<file path="config.mk">
export PLATFORM = sky130hd
export DESIGN_NAME = eff_addr_walker
export DESIGN_NICKNAME = d
export VERILOG_FILES = /design/src/rtl/ea_pkg.sv /design/src/rtl/ea_index_unit.sv /design/src/rtl/ea_alias_check.sv /design/src/rtl/ea_walk_fsm.sv /design/src/rtl/eff_addr_walker.sv
export SDC_FILE = /design/constraint.sdc
export NUM_CORES = 1
export LEC_CHECK = 0
export ABC_AREA = 1
export CAP_MARGIN = 20
export CELL_PAD_IN_SITES_DETAIL_PLACEMENT = 2
export CELL_PAD_IN_SITES_GLOBAL_PLACEMENT = 2
export CORE_MARGIN = 5
export CORE_UTILIZATION = 25
export DETAILED_ROUTE_END_ITERATION = 12
export GPL_TIMING_DRIVEN = 0
export PLACE_DENSITY_LB_ADDON = 0.1
export SYNTH_ARGS = -nofsm -noshare
export SYNTH_HDL_FRONTEND = slang
export SYNTH_SLANG_ARGS = --single-unit
</file>
<file path="constraint.sdc">
create_clock -name clk -period 7.4 [get_ports clk]
set_clock_uncertainty 0.1 [all_clocks]
set_input_delay 1.11 -clock clk [delete_from_list [all_inputs] [get_ports clk]]
set_output_delay 1.11 -clock clk [all_outputs]
set_load 0.01 [all_outputs]
</file>
<file path="src/rtl/ea_pkg.sv">
package ea_pkg;

    localparam int WORD_W  = 36;
    localparam int ADDR_W  = 18;
    localparam int XREG_W  = 4;
    localparam int NREG    = 1 << XREG_W;
    localparam int FIELD_W = ADDR_W + XREG_W + 1;

    typedef struct packed {
        logic              ind;
        logic [XREG_W-1:0] xr;
        logic [ADDR_W-1:0] y;
    } ea_fields_t;

    typedef enum logic [2:0] {
        ST_IDLE,
        ST_CALC,
        ST_REGRD,
        ST_MREQ,
        ST_MWAIT
    } walk_state_t;

    // Low part of a word: indirect flag above index number above displacement.
    function automatic ea_fields_t unpack_word(input logic [FIELD_W-1:0] w);
        ea_fields_t f;
        f.ind = w[FIELD_W-1];
        f.xr  = w[ADDR_W +: XREG_W];
        f.y   = w[ADDR_W-1:0];
        return f;
    endfunction

endpackage

</file>
<file path="src/rtl/ea_index_unit.sv">
module ea_index_unit #(
    parameter int ADDR_W = ea_pkg::ADDR_W,
    parameter int XREG_W = ea_pkg::XREG_W
) (
    input  logic [XREG_W-1:0] xr,
    input  logic [ADDR_W-1:0] disp,
    input  logic [ADDR_W-1:0] xval,
    output logic [ADDR_W-1:0] sum
);
    logic [ADDR_W-1:0] addend;

    always_comb begin
        addend = (xr != '0) ? xval : '0;
        sum    = disp + addend;
    end
endmodule

</file>
<file path="src/rtl/ea_alias_check.sv">
module ea_alias_check #(
    parameter int ADDR_W = ea_pkg::ADDR_W,
    parameter int XREG_W = ea_pkg::XREG_W
) (
    input  logic [ADDR_W-1:0] addr,
    output logic              is_reg
);
    generate
        if (ADDR_W > XREG_W) begin : g_cmp
            assign is_reg = (addr[ADDR_W-1:XREG_W] == '0);
        end else begin : g_all
            assign is_reg = 1'b1;
        end
    endgenerate
endmodule

</file>
<file path="src/rtl/ea_walk_fsm.sv">
module ea_walk_fsm #(
    parameter int ADDR_W  = ea_pkg::ADDR_W,
    parameter int XREG_W  = ea_pkg::XREG_W,
    localparam int FIELD_W = ADDR_W + XREG_W + 1
) (
    input  logic               clk,
    input  logic               rst,
    input  logic               start,
    input  ea_pkg::ea_fields_t start_f,
    input  logic               abort,
    input  logic [ADDR_W-1:0]  sum,
    input  logic               sum_is_reg,
    input  logic [FIELD_W-1:0] rf_low,
    input  logic               req_ready,
    input  logic               rsp_valid,
    input  logic [FIELD_W-1:0] rsp_low,
    output ea_pkg::ea_fields_t cur,
    output logic [XREG_W-1:0]  rf_sel,
    output logic               req_valid,
    output logic [ADDR_W-1:0]  req_addr,
    output logic               busy,
    output logic               done,
    output logic [ADDR_W-1:0]  ea
);
    import ea_pkg::*;

    walk_state_t       st;
    logic [ADDR_W-1:0] ptr;

    always_ff @(posedge clk) begin
        if (rst) begin
            st   <= ST_IDLE;
            cur  <= '0;
            ptr  <= '0;
            done <= 1'b0;
            ea   <= '0;
        end else begin
            done <= 1'b0;
            unique case (st)
                ST_IDLE: begin
                    if (start) begin
                        cur <= start_f;
                        st  <= ST_CALC;
                    end
                end
                ST_CALC: begin
                    if (abort) begin
                        st <= ST_IDLE;
                    end else if (!cur.ind) begin
                        ea   <= sum;
                        done <= 1'b1;
                        st   <= ST_IDLE;
                    end else begin
                        ptr <= sum;
                        st  <= sum_is_reg ? ST_REGRD : ST_MREQ;
                    end
                end
                ST_REGRD: begin
                    if (abort) begin
                        st <= ST_IDLE;
                    end else begin
                        cur <= unpack_word(rf_low);
                        st  <= ST_CALC;
                    end
                end
                ST_MREQ: begin
                    if (abort)          st <= ST_IDLE;
                    else if (req_ready) st <= ST_MWAIT;
                end
                ST_MWAIT: begin
                    if (abort) begin
                        st <= ST_IDLE;
                    end else if (rsp_valid) begin
                        cur <= unpack_word(rsp_low);
                        st  <= ST_CALC;
                    end
                end
                default: st <= ST_IDLE;
            endcase
        end
    end

    always_comb begin
        rf_sel    = (st == ST_REGRD) ? ptr[XREG_W-1:0] : cur.xr;
        req_valid = (st == ST_MREQ);
        req_addr  = ptr;
        busy      = (st != ST_IDLE);
    end
endmodule

</file>
<file path="src/rtl/eff_addr_walker.sv">
module eff_addr_walker #(
    parameter int WORD_W = ea_pkg::WORD_W,
    parameter int ADDR_W = ea_pkg::ADDR_W,
    parameter int XREG_W = ea_pkg::XREG_W
) (
    input  logic              clk,
    input  logic              rst,
    input  logic              start,
    input  logic              instr_ind,
    input  logic [XREG_W-1:0] instr_xr,
    input  logic [ADDR_W-1:0] instr_y,
    input  logic              abort,
    output logic [XREG_W-1:0] rf_addr,
    input  logic [WORD_W-1:0] rf_data,
    output logic              req_valid,
    input  logic              req_ready,
    output logic [ADDR_W-1:0] req_addr,
    input  logic              rsp_valid,
    input  logic [WORD_W-1:0] rsp_data,
    output logic              busy,
    output logic              ea_done,
    output logic [ADDR_W-1:0] ea_out
);
    localparam int FIELD_W = ADDR_W + XREG_W + 1;

    ea_pkg::ea_fields_t start_f;
    ea_pkg::ea_fields_t cur;
    logic [ADDR_W-1:0]  sum;
    logic               sum_is_reg;
    logic               unused_hi;

    assign start_f   = '{ind: instr_ind, xr: instr_xr, y: instr_y};
    assign unused_hi = ^{rf_data[WORD_W-1:FIELD_W], rsp_data[WORD_W-1:FIELD_W]};

    ea_index_unit #(.ADDR_W(ADDR_W), .XREG_W(XREG_W)) u_index (
        .xr   (cur.xr),
        .disp (cur.y),
        .xval (rf_data[ADDR_W-1:0]),
        .sum  (sum)
    );

    ea_alias_check #(.ADDR_W(ADDR_W), .XREG_W(XREG_W)) u_alias (
        .addr   (sum),
        .is_reg (sum_is_reg)
    );

    ea_walk_fsm #(.ADDR_W(ADDR_W), .XREG_W(XREG_W)) u_fsm (
        .clk        (clk),
        .rst        (rst),
        .start      (start),
        .start_f    (start_f),
        .abort      (abort),
        .sum        (sum),
        .sum_is_reg (sum_is_reg),
        .rf_low     (rf_data[FIELD_W-1:0]),
        .req_ready  (req_ready),
        .rsp_valid  (rsp_valid),
        .rsp_low    (rsp_data[FIELD_W-1:0]),
        .cur        (cur),
        .rf_sel     (rf_addr),
        .req_valid  (req_valid),
        .req_addr   (req_addr),
        .busy       (busy),
        .done       (ea_done),
        .ea         (ea_out)
    );
endmodule

</file>
==> impl_metrics.env, run 1 <==
export IMPL_status="complete, no violations"
export IMPL_die_area_mm2=0.0191
export IMPL_synth_fa_ha_area_share_pct=5.67
export IMPL_gr_usage_all_layers_pct=18.9
export IMPL_num_rows=46
export IMPL_post_dp_hpwl_mm=14.9
export IMPL_synth_compound_area_share_pct=17.2
export IMPL_grt_start_max_net_pins=12
export IMPL_power_density_mw_per_mm2=211
export IMPL_tightest_slew_ps=592
export IMPL_pre_cts_ws_ps=3530
export IMPL_syn_inst=658
export IMPL_io_buffers=117
export IMPL_avgSynthCellArea_um2=6.24
export IMPL_internal_power_uw=770
export IMPL_coreArea_mm2=0.0160
export IMPL_synth_edf_count=0
export IMPL_cts_resized=0
export IMPL_synth_common_cells="nand2_1, inv_1, nor2_1"
export IMPL_ys_types=30
export IMPL_seqPwrFrac_pct=31.8
export IMPL_crit_path_top_delay_cell="clkdlybuf4s50_1"
export IMPL_async_reset_ff_share_pct=0
export IMPL_period_needed_ps=3740
export IMPL_timing_final_crit_share_pct=50.5
export IMPL_layout_drive_gt1_share_pct=4.56
export IMPL_crit_fanout=10
export IMPL_worstPathCellList="buf_6 > nor3_4 > inv_2 > clkbuf_1 > o21ai_0 > clkdlybuf4s50_1"
export IMPL_cp_top_family="buffers and inverters"
export IMPL_synth_most_common_cell="nand2_1"
export IMPL_synth_seq_cells=63
export IMPL_hold_path_class="flop to flop"
export IMPL_p_sw_uw=456
export IMPL_sw_frac_of_total_pct=37.2
export IMPL_critPathRequiredTime_ps=6190
export IMPL_synth_main_ff_cell="dfxtp_1"
export IMPL_cap_viol_max_count=0
export IMPL_syn_cell_area_mm2=0.00411
export IMPL_synth_area_top_cells="dfxtp_1, nand2_1, inv_1"
export IMPL_timing_worst_setup_path_type="flop to output port"
export IMPL_start_kind="flop"
export IMPL_cts_sinks=63
export IMPL_fin_cells=1006
export IMPL_cts_tree="built"
export IMPL_h_tree_depth=3
export IMPL_top_level_ports=144
export IMPL_end_kind="output port"
export IMPL_area_delta_synth_final_pct=41.8
export IMPL_setup_viol=0
export IMPL_drtAntennaViolNets=0
export IMPL_vias_per_cell=4.75
export IMPL_grt_pass1_vias=5445
export IMPL_clk_latency_ps=340
export IMPL_initial_core_util_pct=25.7
export IMPL_synth_top_area_share_pct=30.7
export IMPL_synthSimpleGateAreaFrac_pct=31.0
export IMPL_synth_xor_area_share_pct=1.71
export IMPL_grt_overflow=0
export IMPL_p_clk_share_pct=32.7
export IMPL_synth_top_area_cell="dfxtp_1"
export IMPL_synth_seq_area_share_pct=30.7
export IMPL_hold_viol_final=0
export IMPL_synth_top_family_by_area="simple AND/OR/NAND/NOR gates"
export IMPL_clk_pin_slew_ps=60
export IMPL_vdd_drop_max_mv=0.104
export IMPL_post_cts_setup_buffer_count=0
export IMPL_fin_setup_tns_ps=0
export IMPL_antennaDiodeCount=0
export IMPL_cts_hold_buf=0
export IMPL_drc=0
export IMPL_fin_area_mm2=0.00582
export IMPL_rsz0062_at_grt="false"
export IMPL_wl_mm=17.7
export IMPL_cts_buffer_depth=2
export IMPL_cp_arrival_ps=2530
export IMPL_clock_fmax_mhz=267
export IMPL_finalNetCount=905
export IMPL_p_comb_share_pct=35.5
export IMPL_slew_headroom_pct=60.6
export IMPL_antenna_found_initial=0
export IMPL_yosys_warnings=0
export IMPL_slew_violations=0
export IMPL_cts_buffers=9
export IMPL_p_leak_uw=0.00279
export IMPL_dpl_cell_area_mm2=0.00555
export IMPL_setup_ws_ps=3660
export IMPL_first_iter_violations=158
export IMPL_vias=4781
export IMPL_slowest_delay_ps=580
export IMPL_dp_cells=991
export IMPL_die_w_um=138
export IMPL_drt_wirelength_per_cell_um=17.6
export IMPL_die_h_um=138
export IMPL_total_power_uw=1230
export IMPL_grt_pass1_wl_mm=29.0
export IMPL_root_buffer="clkbuf_16"
export IMPL_synth_fp_nets=777
export IMPL_cp_num_buf_inv=4
export IMPL_synthMuxAreaShare_pct=0
export IMPL_gp_congestion=0.785
export IMPL_drt_first_pass_iters=4
==> layout by cell type (no fill, tap or decap) <==
cell type / n
nor3_4: 3
clkbuf_1: 13
clkinv_2: 1
and2_1: 3
buf_6: 4
fa_1: 1
clkinvlp_4: 4
o21ai_1: 9
a41oi_1: 11
nor2_2: 2
nand4_1: 3
clkdlybuf4s50_1: 117
clkinv_1: 1
a32o_1: 1
nor3_2: 1
ha_1: 17
nor2_1: 92
a21oi_1: 39
or2_2: 1
inv_2: 2
nor3_1: 3
o22ai_1: 1
buf_2: 8
o21a_1: 1
buf_1: 2
nand3b_1: 3
inv_1: 109
o211ai_1: 12
o21ai_0: 51
nand3_1: 38
clkbuf_8: 1
nand2_1: 156
clkbuf_16: 9
xor2_1: 8
dfxtp_1: 63
==> through the flow <==
step / util, % / hold WS, ps
after floorplan: - / 396
after global placement: 34.7 / 387
after detailed placement: 34.7 / 390
after CTS: 36.4 / 405
after global routing: 36.4 / 437
final: 36.4 / 400
==> cells by family (layout without fill, tap and decap cells) <==
group,Yosys count,count (layout)
AND/OR/NAND/NOR,305,305
buffers and inverters,139,271
AO/OA/AOI/OAI,125,125
flip-flops,63,63
adder cells (fa/ha/maj),18,18
XOR/XNOR,8,8
==> sequential cells by signal, summed over array words and instances, names as in the netlist <==
name and count:
u_fsm.st 3, u_fsm.ea 18, u_fsm.req_addr 18, u_fsm.done 1, u_fsm.cur 23
==> routing by layer <==
layer | share of wire [%] | global-route usage (%)
met2 | 52 | 35.1
met4 | 2.5 | 6.66
met5 | 0 | 0
met3 | 2.5 | 3.34
met1 | 43 | 21.6
==> power by group through the flow <==
stage / logic [uW] / registers (uW) / clock network, uW
6_report: 435 / 389 / 400
5_1_grt: 490 / 393 / 425
4_1_cts: 446 / 390 / 414
3_5_place_dp: 441 / 397 / 0
3_3_place_gp: 427 / 395 / 0
2_1_floorplan: 248 / 396 / 0
==> area by class of cell <==
type,instances,area [um2]
Clock inverter,5,35.0
Sequential cell,63,1260
Multi-Input combinational cell,456,2280
Buffer,27,141
Clock buffer,10,239
Fill cell,1997,10200
Timing Repair Buffer,117,1170
Inverter,112,420
Tap cell,216,270
==> worst register-to-register path: cells and delay by family, from the launching register on <==
kind / cells / cell delay (ps)
simple gates: 14 / 1590
compound gates: 1 / 70
flops: 1 / 320
fa+ha+maj: 1 / 430
buf+inv: 2 / 570
==> path summary, 6_finish.rpt <==
path,start,to,slack (ps),depth (start not counted)
hold / removal,u_fsm.ea[12]$_SDFFE_PP0P_,u_fsm.ea[12]$_SDFFE_PP0P_,400,2
setup reg to reg,u_fsm.cur[21]$_SDFFE_PP0P_,u_fsm.st[0]$_SDFFE_PP0P_,4180,18
hold reg to reg,u_fsm.ea[12]$_SDFFE_PP0P_,u_fsm.ea[12]$_SDFFE_PP0P_,400,2
setup / recovery,u_fsm.st[2]$_SDFFE_PP0P_,rf_addr[3],3660,6
No activity file was read; power rests on OpenSTA's default activity.
==> run 2: changes to the inputs <==
- CORE_UTILIZATION: 25 -> 23
- clock period: 7.4 -> 3.5 ns (I/O delays scaled with it)
==> run 2 against run 1 <==
  * Worst setup slack worse by 3400 ps
  * Power up 130%
  * Count of clock-buffer cells in the layout down 1
  * Clock power rose to 2.8 times the previous value
  * Via count decreased by 0.92%
  * Critical path depth did not move
  * Sequential share of layout area down 0.33 points
  * First-iteration DRC count rose by 2.5%
  * Critical path type unchanged
==> impl_metrics.env, run 2 (synthesis results as in run 1) <==
export IMPL_cts_buffer_depth=2
export IMPL_largest_register_ffs=23
export IMPL_antennaDiodeCount=0
export IMPL_vdd_drop_max_mv=0.236
export IMPL_crit_fanout=10
export IMPL_top_register="u_fsm.cur"
export IMPL_p_comb_share_pct=32.3
export IMPL_num_rows=48
export IMPL_end_kind="output port"
export IMPL_antenna_found_initial=0
export IMPL_hold_viol_final=0
export IMPL_grt_pass1_wl_mm=27.8
export IMPL_die_area_mm2=0.0206
export IMPL_start_kind="flop"
export IMPL_power_density_mw_per_mm2=481
export IMPL_area_delta_synth_final_pct=44.0
export IMPL_die_h_um=144
export IMPL_tightest_slew_ps=607
export IMPL_timing_final_crit_share_pct=91.8
export IMPL_slew_violations=0
export IMPL_multiInputGateArea_mm2=0.00228
export IMPL_clk_pin_slew_ps=60
export IMPL_wl_mm=17.6
export IMPL_drtAntennaViolNets=0
export IMPL_cts_resized=0
export IMPL_dp_cells=1000
export IMPL_status="complete, no violations"
export IMPL_critPathRequiredTime_ps=2870
export IMPL_period_needed_ps=3210
export IMPL_gr_usage_all_layers_pct=17.5
export IMPL_layout_common_cells="nand2_1, clkdlybuf4s50_1, inv_1"
export IMPL_gp_congestion=0.794
export IMPL_vias_per_cell=4.66
export IMPL_first_iter_violations=162
export IMPL_grt_pass1_vias=5274
export IMPL_sw_frac_of_total_pct=35.2
export IMPL_hold_path_class="flop to flop"
export IMPL_fin_cells=1016
export IMPL_use_met1_pct=20.6
export IMPL_slew_headroom_pct=59.5
export IMPL_cts_sinks=63
export IMPL_grt_met2_usage_pct=33.2
export IMPL_rsz0062_at_grt="false"
export IMPL_use_met3_pct=3.43
export IMPL_fillers=2141
export IMPL_setup_viol=0
export IMPL_p_sw_uw=1000
export IMPL_post_cts_setup_buffer_count=0
export IMPL_cts_hold_buf=0
export IMPL_h_tree_depth=3
export IMPL_critPathLaunch="u_fsm.st[1]$_SDFFE_PP0P_"
export IMPL_grt_start_max_net_pins=14
export IMPL_hold_path_startpoint="u_fsm.req_addr[16]$_SDFFE_PP0P_"
export IMPL_finalNetCount=905
export IMPL_grt_overflow=0
export IMPL_die_w_um=144
export IMPL_layout_commonest_cell="nand2_1"
export IMPL_top_level_ports=144
export IMPL_seqPwrFrac_pct=29.0
export IMPL_dpl_cell_area_mm2=0.00556
export IMPL_cap_viol_max_count=0
export IMPL_drc=0
export IMPL_io_buffers=117
export IMPL_whs_ps=405
export IMPL_coreArea_mm2=0.0174
export IMPL_internal_power_uw=1840
export IMPL_rr_startpoint="u_fsm.cur[21]$_SDFFE_PP0P_"
export IMPL_cp_arrival_ps=2590
export IMPL_initial_core_util_pct=23.6
export IMPL_root_buffer="clkbuf_16"
export IMPL_drt_first_pass_iters=4
export IMPL_clk_latency_ps=350
export IMPL_p_clk_share_pct=38.8
export IMPL_regToRegSetupSlack_ps=440
export IMPL_layout_drive_gt1_share_pct=4.80
export IMPL_regArea_mm2=0.00126
export IMPL_drt_wirelength_per_cell_um=17.3
export IMPL_timing_worst_setup_path_type="flop to output port"
export IMPL_cts_tree="built"
export IMPL_post_dp_hpwl_mm=14.5
export IMPL_vias=4737
export IMPL_grt_busiest_layer="met2"
export IMPL_clock_fmax_mhz=311
export IMPL_cts_buffers=9
export IMPL_p_leak_uw=0.00284
export IMPL_fin_area_mm2=0.00591
export IMPL_fin_setup_tns_ps=0
run 2: layout make-up:
cell class,count,share of cell area (%)
flip-flops and latches,63,21.3
repair buffers,117,19.8
multi-input cells,456,38.6
plain buffers,27,2.41
clock inverters,7,2.12
well taps,225,4.76
clock buffers,9,3.81
inverters,112,7.11
run 2: critical path, stage by stage (launching register included):
cell and delay (ps):
dfxtp_1 400, inv_1 160, nor3_4 390, inv_2 170, clkbuf_1 310, o21ai_0 250, clkdlybuf4s50_1 560
run 2: power groups by stage:
stage	registers [uW]	clock network [uW]	logic (uW)
finish	824	1100	917
CTS	825	1140	941
global placement	837	0	909
floorplan	837	0	525
global route	832	1160	1030
detailed placement	840	0	932
run 2: through the flow:
stage	total power, uW	setup slack, ps	utilization (%)
after floorplan	1360	1110	-
after global placement	1750	254	31.9
after detailed placement	1770	233	31.9
after CTS	2900	216	33.9
after global routing	3020	80.7	33.9
final	2840	289	33.9
run 2: final timing paths:
kind                                          end  cells after the start
hold reg to reg   u_fsm.req_addr[16]$_SDFFE_PP0P_                      2
setup / recovery                       rf_addr[3]                      6
setup reg to reg         u_fsm.st[0]$_SDFFE_PP0P_                     18
hold / removal    u_fsm.req_addr[16]$_SDFFE_PP0P_                      2
run 2: layer usage:
metal	up-vias	wire, um
met2	71	9170
met1	2308	7640
met3	9	655
met4	0	105
li1	2349	-
met5	-	0
